--- src/rtl/dma_tmg_pkg.sv ---
package dma_tmg_pkg;

  localparam int LEN_W = 4;

  typedef enum logic [1:0] {
    MODE_COMPAT = 2'b00,
    MODE_FASTA  = 2'b01,
    MODE_FASTB  = 2'b10,
    MODE_BURST  = 2'b11
  } mode_e;

  typedef enum logic [2:0] {
    EFF_COMPAT = 3'd0,
    EFF_FASTA  = 3'd1,
    EFF_FASTB  = 3'd2,
    EFF_BURST  = 3'd3,
    EFF_TWOCLK = 3'd4
  } eff_e;

  // Fixed cycle length in bus clocks; burst cycles are open-ended (0).
  function automatic logic [LEN_W-1:0] eff_len(eff_e eff, logic rep);
    logic [LEN_W-1:0] n;
    case (eff)
      EFF_COMPAT: n = rep ? LEN_W'(8) : LEN_W'(9);
      EFF_FASTA:  n = rep ? LEN_W'(6) : LEN_W'(7);
      EFF_FASTB:  n = rep ? LEN_W'(4) : LEN_W'(6);
      EFF_TWOCLK: n = LEN_W'(2);
      default:    n = '0;
    endcase
    return n;
  endfunction

  // Choose the timing for one cycle from class, memory type and fallback.
  function automatic eff_e pick_eff(mode_e mode, logic isa, logic bcap, logic fb);
    eff_e e;
    case (mode)
      MODE_FASTA: e = isa ? EFF_COMPAT : EFF_FASTA;
      MODE_FASTB: e = isa ? EFF_COMPAT : EFF_FASTB;
      MODE_BURST: e = isa ? EFF_COMPAT : ((bcap && !fb) ? EFF_BURST : EFF_TWOCLK);
      default:    e = EFF_COMPAT;
    endcase
    return e;
  endfunction

endpackage

--- src/rtl/dma_tmg_select.sv ---
module dma_tmg_select
  import dma_tmg_pkg::*;
(
  input  logic       clk,
  input  logic       rst_n,
  input  logic [1:0] mode_i,
  input  logic       rep_i,
  input  logic       mem_isa_i,
  input  logic       mem_burst_i,
  input  logic       accept_i,
  output eff_e       eff_sel_o,
  output eff_e       eff_q_o,
  output logic       fb_o
);

  logic fb_q;
  logic fb_base;
  logic fb_set;
  eff_e eff_sel;
  eff_e eff_q;

  // A first transfer starts with a clean fallback state.
  assign fb_base = rep_i ? fb_q : 1'b0;
  assign eff_sel = pick_eff(mode_e'(mode_i), mem_isa_i, mem_burst_i, fb_base);
  assign fb_set  = (eff_sel == EFF_TWOCLK);

  always_ff @(posedge clk) begin
    if (!rst_n) begin
      fb_q  <= 1'b0;
      eff_q <= EFF_COMPAT;
    end else if (accept_i) begin
      fb_q  <= fb_base | fb_set;
      eff_q <= eff_sel;
    end
  end

  assign eff_sel_o = eff_sel;
  assign eff_q_o   = eff_q;
  assign fb_o      = fb_q;

endmodule

--- src/rtl/dma_tmg_counter.sv ---
module dma_tmg_counter
  import dma_tmg_pkg::*;
#(
  parameter int CNT_W = LEN_W
) (
  input  logic             clk,
  input  logic             rst_n,
  input  logic             start_i,
  input  logic             rep_i,
  input  logic             dir_i,
  input  logic             rdy_i,
  input  eff_e             eff_sel_i,
  output logic             accept_o,
  output logic             done_o,
  output logic             busy_o,
  output logic             burst_o,
  output logic             dir_o,
  output logic [CNT_W-1:0] cnt_o,
  output logic [CNT_W-1:0] len_o
);

  logic             busy_q;
  logic             burst_q;
  logic             dir_q;
  logic [CNT_W-1:0] cnt_q;
  logic [CNT_W-1:0] len_q;
  logic             done;
  logic             accept;

  assign done   = busy_q && (burst_q ? rdy_i : (cnt_q == len_q));
  assign accept = start_i && (!busy_q || done);

  always_ff @(posedge clk) begin
    if (!rst_n) begin
      busy_q  <= 1'b0;
      burst_q <= 1'b0;
      dir_q   <= 1'b0;
      cnt_q   <= '0;
      len_q   <= '0;
    end else if (accept) begin
      busy_q  <= 1'b1;
      burst_q <= (eff_sel_i == EFF_BURST);
      dir_q   <= dir_i;
      cnt_q   <= CNT_W'(1);
      len_q   <= CNT_W'(eff_len(eff_sel_i, rep_i));
    end else if (done) begin
      busy_q  <= 1'b0;
    end else if (busy_q && !burst_q) begin
      cnt_q   <= cnt_q + 1'b1;
    end
  end

  assign accept_o = accept;
  assign done_o   = done;
  assign busy_o   = busy_q;
  assign burst_o  = burst_q;
  assign dir_o    = dir_q;
  assign cnt_o    = cnt_q;
  assign len_o    = len_q;

endmodule

--- src/rtl/dma_tmg_strobe.sv ---
module dma_tmg_strobe #(
  parameter int CNT_W = 4
) (
  input  logic             busy_i,
  input  logic             burst_i,
  input  logic             dir_i,
  input  logic [CNT_W-1:0] cnt_i,
  input  logic [CNT_W-1:0] len_i,
  output logic             io_rd_o,
  output logic             io_wr_o
);

  logic two_clk;
  logic in_window;
  logic active;

  assign two_clk   = (len_i == CNT_W'(2));
  assign in_window = ((cnt_i >= CNT_W'(2)) || two_clk) && (cnt_i < len_i);
  assign active    = busy_i && (burst_i || in_window);

  assign io_rd_o = active && !dir_i;
  assign io_wr_o = active && dir_i;

endmodule

--- src/rtl/dma_cycle_timer.sv ---
module dma_cycle_timer
  import dma_tmg_pkg::*;
#(
  parameter int CNT_W = LEN_W
) (
  input  logic       clk,
  input  logic       rst_n,
  input  logic [1:0] mode_i,
  input  logic       start_i,
  input  logic       rep_i,
  input  logic       mem_isa_i,
  input  logic       mem_burst_i,
  input  logic       dir_i,
  input  logic       rdy_i,
  output logic       io_rd_o,
  output logic       io_wr_o,
  output logic       done_o,
  output logic [2:0] eff_mode_o
);

  eff_e             eff_sel_w;
  eff_e             eff_q_w;
  logic             fb_w;
  logic             accept_w;
  logic             busy_w;
  logic             burst_w;
  logic             dir_w;
  logic [CNT_W-1:0] cnt_w;
  logic [CNT_W-1:0] len_w;

  dma_tmg_select i_select (
    .clk         (clk),
    .rst_n       (rst_n),
    .mode_i      (mode_i),
    .rep_i       (rep_i),
    .mem_isa_i   (mem_isa_i),
    .mem_burst_i (mem_burst_i),
    .accept_i    (accept_w),
    .eff_sel_o   (eff_sel_w),
    .eff_q_o     (eff_q_w),
    .fb_o        (fb_w)
  );

  dma_tmg_counter #(.CNT_W(CNT_W)) i_counter (
    .clk       (clk),
    .rst_n     (rst_n),
    .start_i   (start_i),
    .rep_i     (rep_i),
    .dir_i     (dir_i),
    .rdy_i     (rdy_i),
    .eff_sel_i (eff_sel_w),
    .accept_o  (accept_w),
    .done_o    (done_o),
    .busy_o    (busy_w),
    .burst_o   (burst_w),
    .dir_o     (dir_w),
    .cnt_o     (cnt_w),
    .len_o     (len_w)
  );

  dma_tmg_strobe #(.CNT_W(CNT_W)) i_strobe (
    .busy_i  (busy_w),
    .burst_i (burst_w),
    .dir_i   (dir_w),
    .cnt_i   (cnt_w),
    .len_i   (len_w),
    .io_rd_o (io_rd_o),
    .io_wr_o (io_wr_o)
  );

  assign eff_mode_o = eff_q_w;

endmodule

--- config.mk ---
export PLATFORM = sky130hd
export DESIGN_NAME = dma_cycle_timer
export DESIGN_NICKNAME = d
export VERILOG_FILES = /design/src/rtl/dma_tmg_pkg.sv /design/src/rtl/dma_tmg_select.sv /design/src/rtl/dma_tmg_counter.sv /design/src/rtl/dma_tmg_strobe.sv /design/src/rtl/dma_cycle_timer.sv
export SDC_FILE = /design/constraint.sdc
export NUM_CORES = 1
export LEC_CHECK = 0
export ABC_CLOCK_PERIOD_IN_PS = 5950
export BUFFER_PORTS_ARGS = -buffer_cell sky130_fd_sc_hd__buf_2
export CORE_AREA = 2 2 59 74
export CTS_BUF_LIST = sky130_fd_sc_hd__clkbuf_16
export DETAILED_ROUTE_END_ITERATION = 7
export DIE_AREA = 0 0 61 76
export PLACE_DENSITY = 0.37
export SLEW_MARGIN = 0
export SYNTH_ARGS = -nofsm -noshare
export SYNTH_HDL_FRONTEND = slang
export SYNTH_HIERARCHICAL = 1
export SYNTH_SLANG_ARGS = --single-unit
--- constraint.sdc ---
create_clock -name clk -period 5.95 [get_ports clk]
set_input_delay 1.19 -clock clk [delete_from_list [all_inputs] [get_ports clk]]
set_output_delay 1.19 -clock clk [all_outputs]
set_load 0.01 [all_outputs]
==> impl_results.md, run 1 <==
* Vias per cell at 4.812
* Worst-skew pair later-pin latency at between 0.2 and 0.3 ns
* Simple-gate share of the synthesized area at 0.2520
* Nets at 150
* Warnings from Yosys at 6
* Setup crit start kind: register
* Vias at 919
* Die span in y at ~76 um
* Compound-Gate Fraction of Synth Area at 0.2533
* Diode count at 0
* Netlist cell types at 38
* CP max stage delay at 0.41 ns
* WP data arrival at between 1.5 and 2 ns
* Fin crit share at 0.4861
* Worst r2r path cells at 6
* Crit path to: io_rd_o
* Flop-to-flop setup slack at 3.69 ns
* Setup Skew at around 0.0049 ns
* Post-synthesis sequential area ratio at 0.3166
* Area delta synth->final at 24.14%
* Reg area at ~300 um2
* Post-synth top flop: dfxtp_1
* Reg-to-reg endpoint: i_select/eff_q_o[0]
* Post-CTS Setup Bufs at 0
* Resized cells post-CTS at 0
* Worst-Margin Slew at 0.7439 ns
* DRC violations left at 0
* Final wirelength at 2542 um
* Fin. max-slew vios at 0
* Max IR drop VDD at around 120 uV
* RSZ-0062 raised after global routing: no
* Final Hold Fails at 0
* First-pass GRT wire length at between 4000 and 5000 um
* Multi-input logic area at about 610 um2
* Crit-path cells: inv_1, ha_1, nand2_1, o2111ai_1, a221oi_1, buf_2
* Slowest-stage cell, CP: dfxtp_1
* Placeable Area at around 0.004 mm2
* Num CTS Buffers at 3
* Worst r2r src: i_counter/cnt_o[0]
* Slew Limit Headroom at 0.4976
* CTS tree: yes
* Synthesized area at ~950 um2
* Row cnt at 26
* Fin cells at 191
* Leak Pwr at about 0.48 nW
* Largest net degree at the start of global routing at 19
* Synthesized area per cell at approximately 8.2 um2
* DRT Pass-1 Iters at 6
* DR iter-0 viols at 29
* Hold slack at ~0.47 ns
* Die area at ~0.0046 mm2
* Grt ovf at 0
* Post-synthesis adder-cell area fraction at 0.05277
* Synthesized flop and latch total at 15
* Ys async rst share at 0
* IO Pins at 16
* Worst path depth at 6
* Initial Util at 0.2370
* Post-synthesis mux area share at 0.04354
* FILL cells at 443
* Vias in the first global route at 913
* CP Class: reg -> out
* Crit end category: primary output
* Setup TNS at 0 ns
* XOR/XNOR share of the synthesized area at 0.04617
* CTS Sinks at 15
* MaxCap Viol Count at 0
* Setup violators final at 0
* Share of layout cells above drive strength 1 at 0.1778
* HP Class: reg -> reg
* Fmax at 0.3458 GHz
* Status: finished clean
* Routed wire per std cell at approximately 13 um
* Worst Path Max Fanout at 4
* Total power draw at about 0.30 mW
* Post-DP HPWL at approximately 1900 um
* Post-synth EDFFs at 0
* CTS Hold Bufs at 0
* Fin crit period at 2.892 ns
* Die width at between 60 and 70 um
* Largest family of logic cells by synthesized area: compound AO/OA/AOI/OAI gates
* Core Util, Final at 0.2942
* Worst path top cell family by delay: compound AO/OA/AOI/OAI gates
* Crit path required time at 4.76 ns
* Buf+Inv Stages, Crit Path at 2
* Post-route ant nets at 0
* Crit path from: i_counter/len_o[3]
* DP Cell Count at between 150 and 200
* # port buffers at 15
* Mapped Cells at 116
* Worst-path clk slew at 0.05 ns
* Total track usage at 0.1229
* Routability cong. at 0.7289
* Syn_nets at 130
* Clk buf depth at 2
* Initial antenna violation count at 0
* PD cells at around 260 mW/mm2
* Clock root buffer: clkbuf_16
* H-Tree Depth at 1
[worst min-delay path: cells and delay by family, from the launching register on]
family,cells,cell delay [ns]
flip-flops,1,0.31
AND/OR/NAND/NOR,1,0.05
AO/OA/AOI/OAI,1,0.06
[layout by cell type (no fill, tap or decap), types with 4 or more instances in the layout]
| cell type | instances |
|---|---|
| nand2_1 | 15 |
| dfxtp_1 | 15 |
| buf_2 | 15 |
| o21ai_0 | 9 |
| inv_1 | 8 |
| nor2_1 | 5 |
| nand3_1 | 5 |
| a21boi_0 | 5 |
| xor2_1 | 4 |
| ha_1 | 4 |
[synth_stat cells, drive strengths merged, types with 2 or more instances]
cell / number / area [um2]
and3: 3 / 18.77
nand3: 5 / 25.02
nor2: 5 / 18.77
a221oi: 2 / 17.52
nand2b: 3 / 18.77
nand2: 15 / 56.30
ha: 4 / 50.05
mux2i: 3 / 30.03
o21ai: 9 / 45.04
a21o: 2 / 15.01
a21boi: 6 / 45.05
or3: 3 / 18.77
nor2b: 2 / 12.51
nor3: 3 / 15.01
dfxtp: 15 / 300.3
nand4: 2 / 12.51
xor2: 4 / 35.03
a21oi: 4 / 23.77
o2111ai: 2 / 17.52
inv: 8 / 30.03
[report_power, final]
part           total, mW  internal (mW)  leakage (nW)  switching [mW]
registers          0.115          0.107         0.123         0.00855
logic             0.0556         0.0236         0.321          0.0320
clock network      0.134         0.0899        0.0409          0.0440
total              0.305          0.220         0.485          0.0845
[worst min path at each step]
stage | startpoint | to | slack (ns) | cells past startpoint
floorplan | i_counter/dir_o | i_counter/dir_o | 0.45 | 2
global placement | i_select/eff_q_o[2] | i_select/eff_q_o[2] | 0.46 | 2
detailed placement | i_select/eff_q_o[2] | i_select/eff_q_o[2] | 0.46 | 2
CTS | i_select/eff_q_o[2] | i_select/eff_q_o[2] | 0.47 | 2
global route | i_counter/dir_o | i_counter/dir_o | 0.51 | 2
finish | i_select/eff_q_o[2] | i_select/eff_q_o[2] | 0.47 | 2
[registers in the layout, summed over array words and instances, names as in the netlist]
register / flops
i_counter/len_o: 4
i_select/fb_o: 1
i_counter/dir_o: 1
i_counter/cnt_o: 4
i_counter/busy_o: 1
i_select/eff_q_o: 3
i_counter/burst_o: 1
[per-layer routing]
layer / track usage / wire length [um] / up-vias
li1: - / - / 467
met1: 0.1405 / 1071 / 430
met2: 0.2215 / 1374 / 18
met3: 0.02037 / 64 / 4
met4: 0.03913 / 32 / 0
met5: 0 / 0 / -
[area by class of cell]
type | instances | share of cell area
multi-input cells | 92 | 0.5218
flip-flops and latches | 15 | 0.2550
repair buffers | 16 | 0.07014
clock buffers | 3 | 0.06376
well taps | 56 | 0.05951
inverters | 8 | 0.02550
clock inverters | 1 | 0.004251
[metrics by stage]
| stage | setup slack [ns] | instance area [um2] |
|---|---|---|
| floorplan | 3.346 | 948.4 |
| global placement | 3.165 | 1097 |
| detailed placement | 3.163 | 1097 |
| CTS | 3.039 | 1177 |
| global route | 2.900 | 1177 |
| finish | 3.058 | 1177 |
[kinds of logic (layout without fill, tap and decap cells)]
family	Yosys count	in the layout
AOI/OAI and AO/OA	33	33
xor gates and xnor gates	5	5
adders and majority gates	4	4
buffers and inverters	9	28
DFF	15	15
muxes	4	4
and+or+nand+nor	46	46
Power figures use the tool's default switching activity.
==> run 2, diff against run 1 <==
--- a/config.mk
+++ b/config.mk
@@ -5,7 +5,7 @@
 export SDC_FILE = /design/constraint.sdc
 export NUM_CORES = 1
 export LEC_CHECK = 0
-export ABC_CLOCK_PERIOD_IN_PS = 5950
+export ABC_CLOCK_PERIOD_IN_PS = 2950
 export BUFFER_PORTS_ARGS = -buffer_cell sky130_fd_sc_hd__buf_2
 export CORE_AREA = 2 2 59 74
 export CTS_BUF_LIST = sky130_fd_sc_hd__clkbuf_16
==> constraint.sdc (replaced) <==
create_clock -name clk -period 2.95 [get_ports clk]
set_input_delay 0.59 -clock clk [delete_from_list [all_inputs] [get_ports clk]]
set_output_delay 0.59 -clock clk [all_outputs]
set_load 0.01 [all_outputs]
==> impl_results.md, run 2 (same netlist as run 1, synthesis figures left out) <==
* Post-DP HPWL at 1908 um (-0.15%)
* DR iter-0 viols at 7 (-76%)
* Routability cong. at 0.7539 (+3.4%)
* Max IR drop VDD at 222.0 uV (+84%)
* CTS tree: yes
* Slew Limit Headroom at 0.5267 (+0.02913)
* CP Class: reg -> out
* Die area at 0.004636 mm2 (unchanged)
* IO Pins at 16 (unchanged)
* Num CTS Buffers at 3 (unchanged)
* # port buffers at 15 (unchanged)
* Met2 Usage GRT at 0.2097 (-0.01183)
* CTS Sinks at 15 (unchanged)
* Routed wire per std cell at 12.61 um (-5.2%)
* Met3 Usage GRT at 0.02716 (+0.006791)
* Status: finished clean
* Row cnt at 26 (unchanged)
* Placed Area at 0.001105 mm2 (+0.68%)
* MaxCap Viol Count at 0 (unchanged)
* FILL cells at 433 (-2.3%)
* Crit-path cells: xor2_1, nor4_1, mux2i_1, nor2_1, buf_2
* First-pass GRT wire length at 4008 um (-6.7%)
* Share of layout cells above drive strength 1 at 0.1838 (+0.006046)
* Post-CTS Setup Bufs at 0 (unchanged)
* GR Layer Usage met1 at 0.1223 (-0.01820)
* Initial Util at 0.2370 (unchanged)
* DRT Pass-1 Iters at 4 (-2)
* Hold slack at 0.4703 ns (+0.004697 ns)
* Area delta synth->final at 24.93%
* Fin. max-slew vios at 0 (unchanged)
* Design Area, Final at 0.001185 mm2 (+0.64%)
* Post-route ant nets at 0 (unchanged)
* Setup crit start kind: register
* CP max stage delay at 0.49 ns (+0.08 ns)
* Vias in the first global route at 847 (-7.2%)
* Leak Pwr at 0.4894 nW (+1.0%)
* Resized cells post-CTS at 0 (unchanged)
* Final Hold Fails at 0 (unchanged)
* Vias per cell at 4.698 (-2.4%)
* Clk buf depth at 2 (unchanged)
* Fin crit period at around 2.3 ns
* CTS Hold Bufs at 0 (unchanged)
* DP Cell Count at 188 (+0.53%)
* Setup Skew at 0.007066 ns (+0.002160 ns)
* Clock root buffer: clkbuf_16
* Setup violators final at 0 (unchanged)
* DRC violations left at 0 (unchanged)
* GR peak layer: met2
* Crit end category: primary output
* Worst-skew pair later-pin latency at 0.25 ns (about the same)
* Slowest-stage cell, CP: nor4_1
* Nets at 151 (+0.67%)
* HP Class: reg -> reg
* RSZ-0062 raised after global routing: no
* Final wirelength at 2422 um (-4.7%)
* Most frequent cells in the layout: nand2_1, dfxtp_1, buf_2, o21ai_0, inv_1
* Initial antenna violation count at 0 (unchanged)
* Grt ovf at 0 (unchanged)
* Placeable Area at 0.004001 mm2 (unchanged)
* Crit path required time at 2.36 ns (-2.40 ns)
* Worst-Margin Slew at 0.7007 ns (-0.04313 ns)
* Largest net degree at the start of global routing at 19 (unchanged)
* Die width at 61 um (unchanged)
* Worst Path Max Fanout at 6 (+2)
* Fmax at 0.4358 GHz
* Total track usage at 0.1158 (-0.007092)
* Diode count at 0 (unchanged)
* Worst-path clk slew at 0.05 ns (about the same)
* Fin crit share at 0.7779
* H-Tree Depth at 1 (unchanged)
* PD cells at 519.8 mW/mm2 (+100%)
* Setup TNS at 0 ns (unchanged)
* Die span in y at 76 um (unchanged)
* Vias at 902 (-1.8%)
* Fin cells at 192 (+0.52%)
* WP data arrival at 1.70 ns (about the same)
-- run 2: metal layers --
metal	up-vias	routed length, um
met3	5	66
met2	13	1352
li1	465	-
met4	0	40
met5	-	0
met1	419	962
-- run 2: per-stage QoR --
step                      total power [mW]    util  setup WS, ns
after detailed placement            0.3517  0.2761        0.8335
after CTS                           0.6250  0.2961        0.6312
after global placement              0.3505  0.2761        0.8669
final                               0.6160  0.2961        0.6552
after global routing                0.6482  0.2961        0.4940
after floorplan                     0.3090       -         1.072
-- run 2: cell type report --
type / instances / area [um2] / share of cell area
clock buffer: 3 / 75.07 / 0.06336
clock inverter: 1 / 5.005 / 0.004224
inverter: 8 / 30.03 / 0.02534
multi-input combinational: 92 / 614.3 / 0.5185
sequential: 15 / 300.3 / 0.2534
tap: 56 / 70.07 / 0.05913
timing repair buffer: 17 / 90.09 / 0.07603
-- run 2: worst paths after layout --
check                       from                   to  slack (ns)  cells past startpoint
max           i_counter/cnt_o[0]               done_o        0.66                      5
min          i_select/eff_q_o[2]  i_select/eff_q_o[2]        0.47                      2
max reg2reg   i_counter/cnt_o[0]  i_select/eff_q_o[0]        0.94                      7
min reg2reg  i_select/eff_q_o[2]  i_select/eff_q_o[2]        0.47                      2
-- run 2: critical path, delay by kind of cell, from the launching register on --
| family | cells | cell delay, ns |
|---|---|---|
| DFF | 1 | 0.46 |
| buffers and inverters | 1 | 0.13 |
| and+or+nand+nor | 2 | 0.58 |
| xor gates and xnor gates | 1 | 0.16 |
| muxes | 1 | 0.13 |
-- run 2: report_power, final --
part | internal (mW) | switching [mW]
combinational | 0.0494 | 0.0641
sequential | 0.215 | 0.0171
clock | 0.181 | 0.0888
total | 0.446 | 0.170
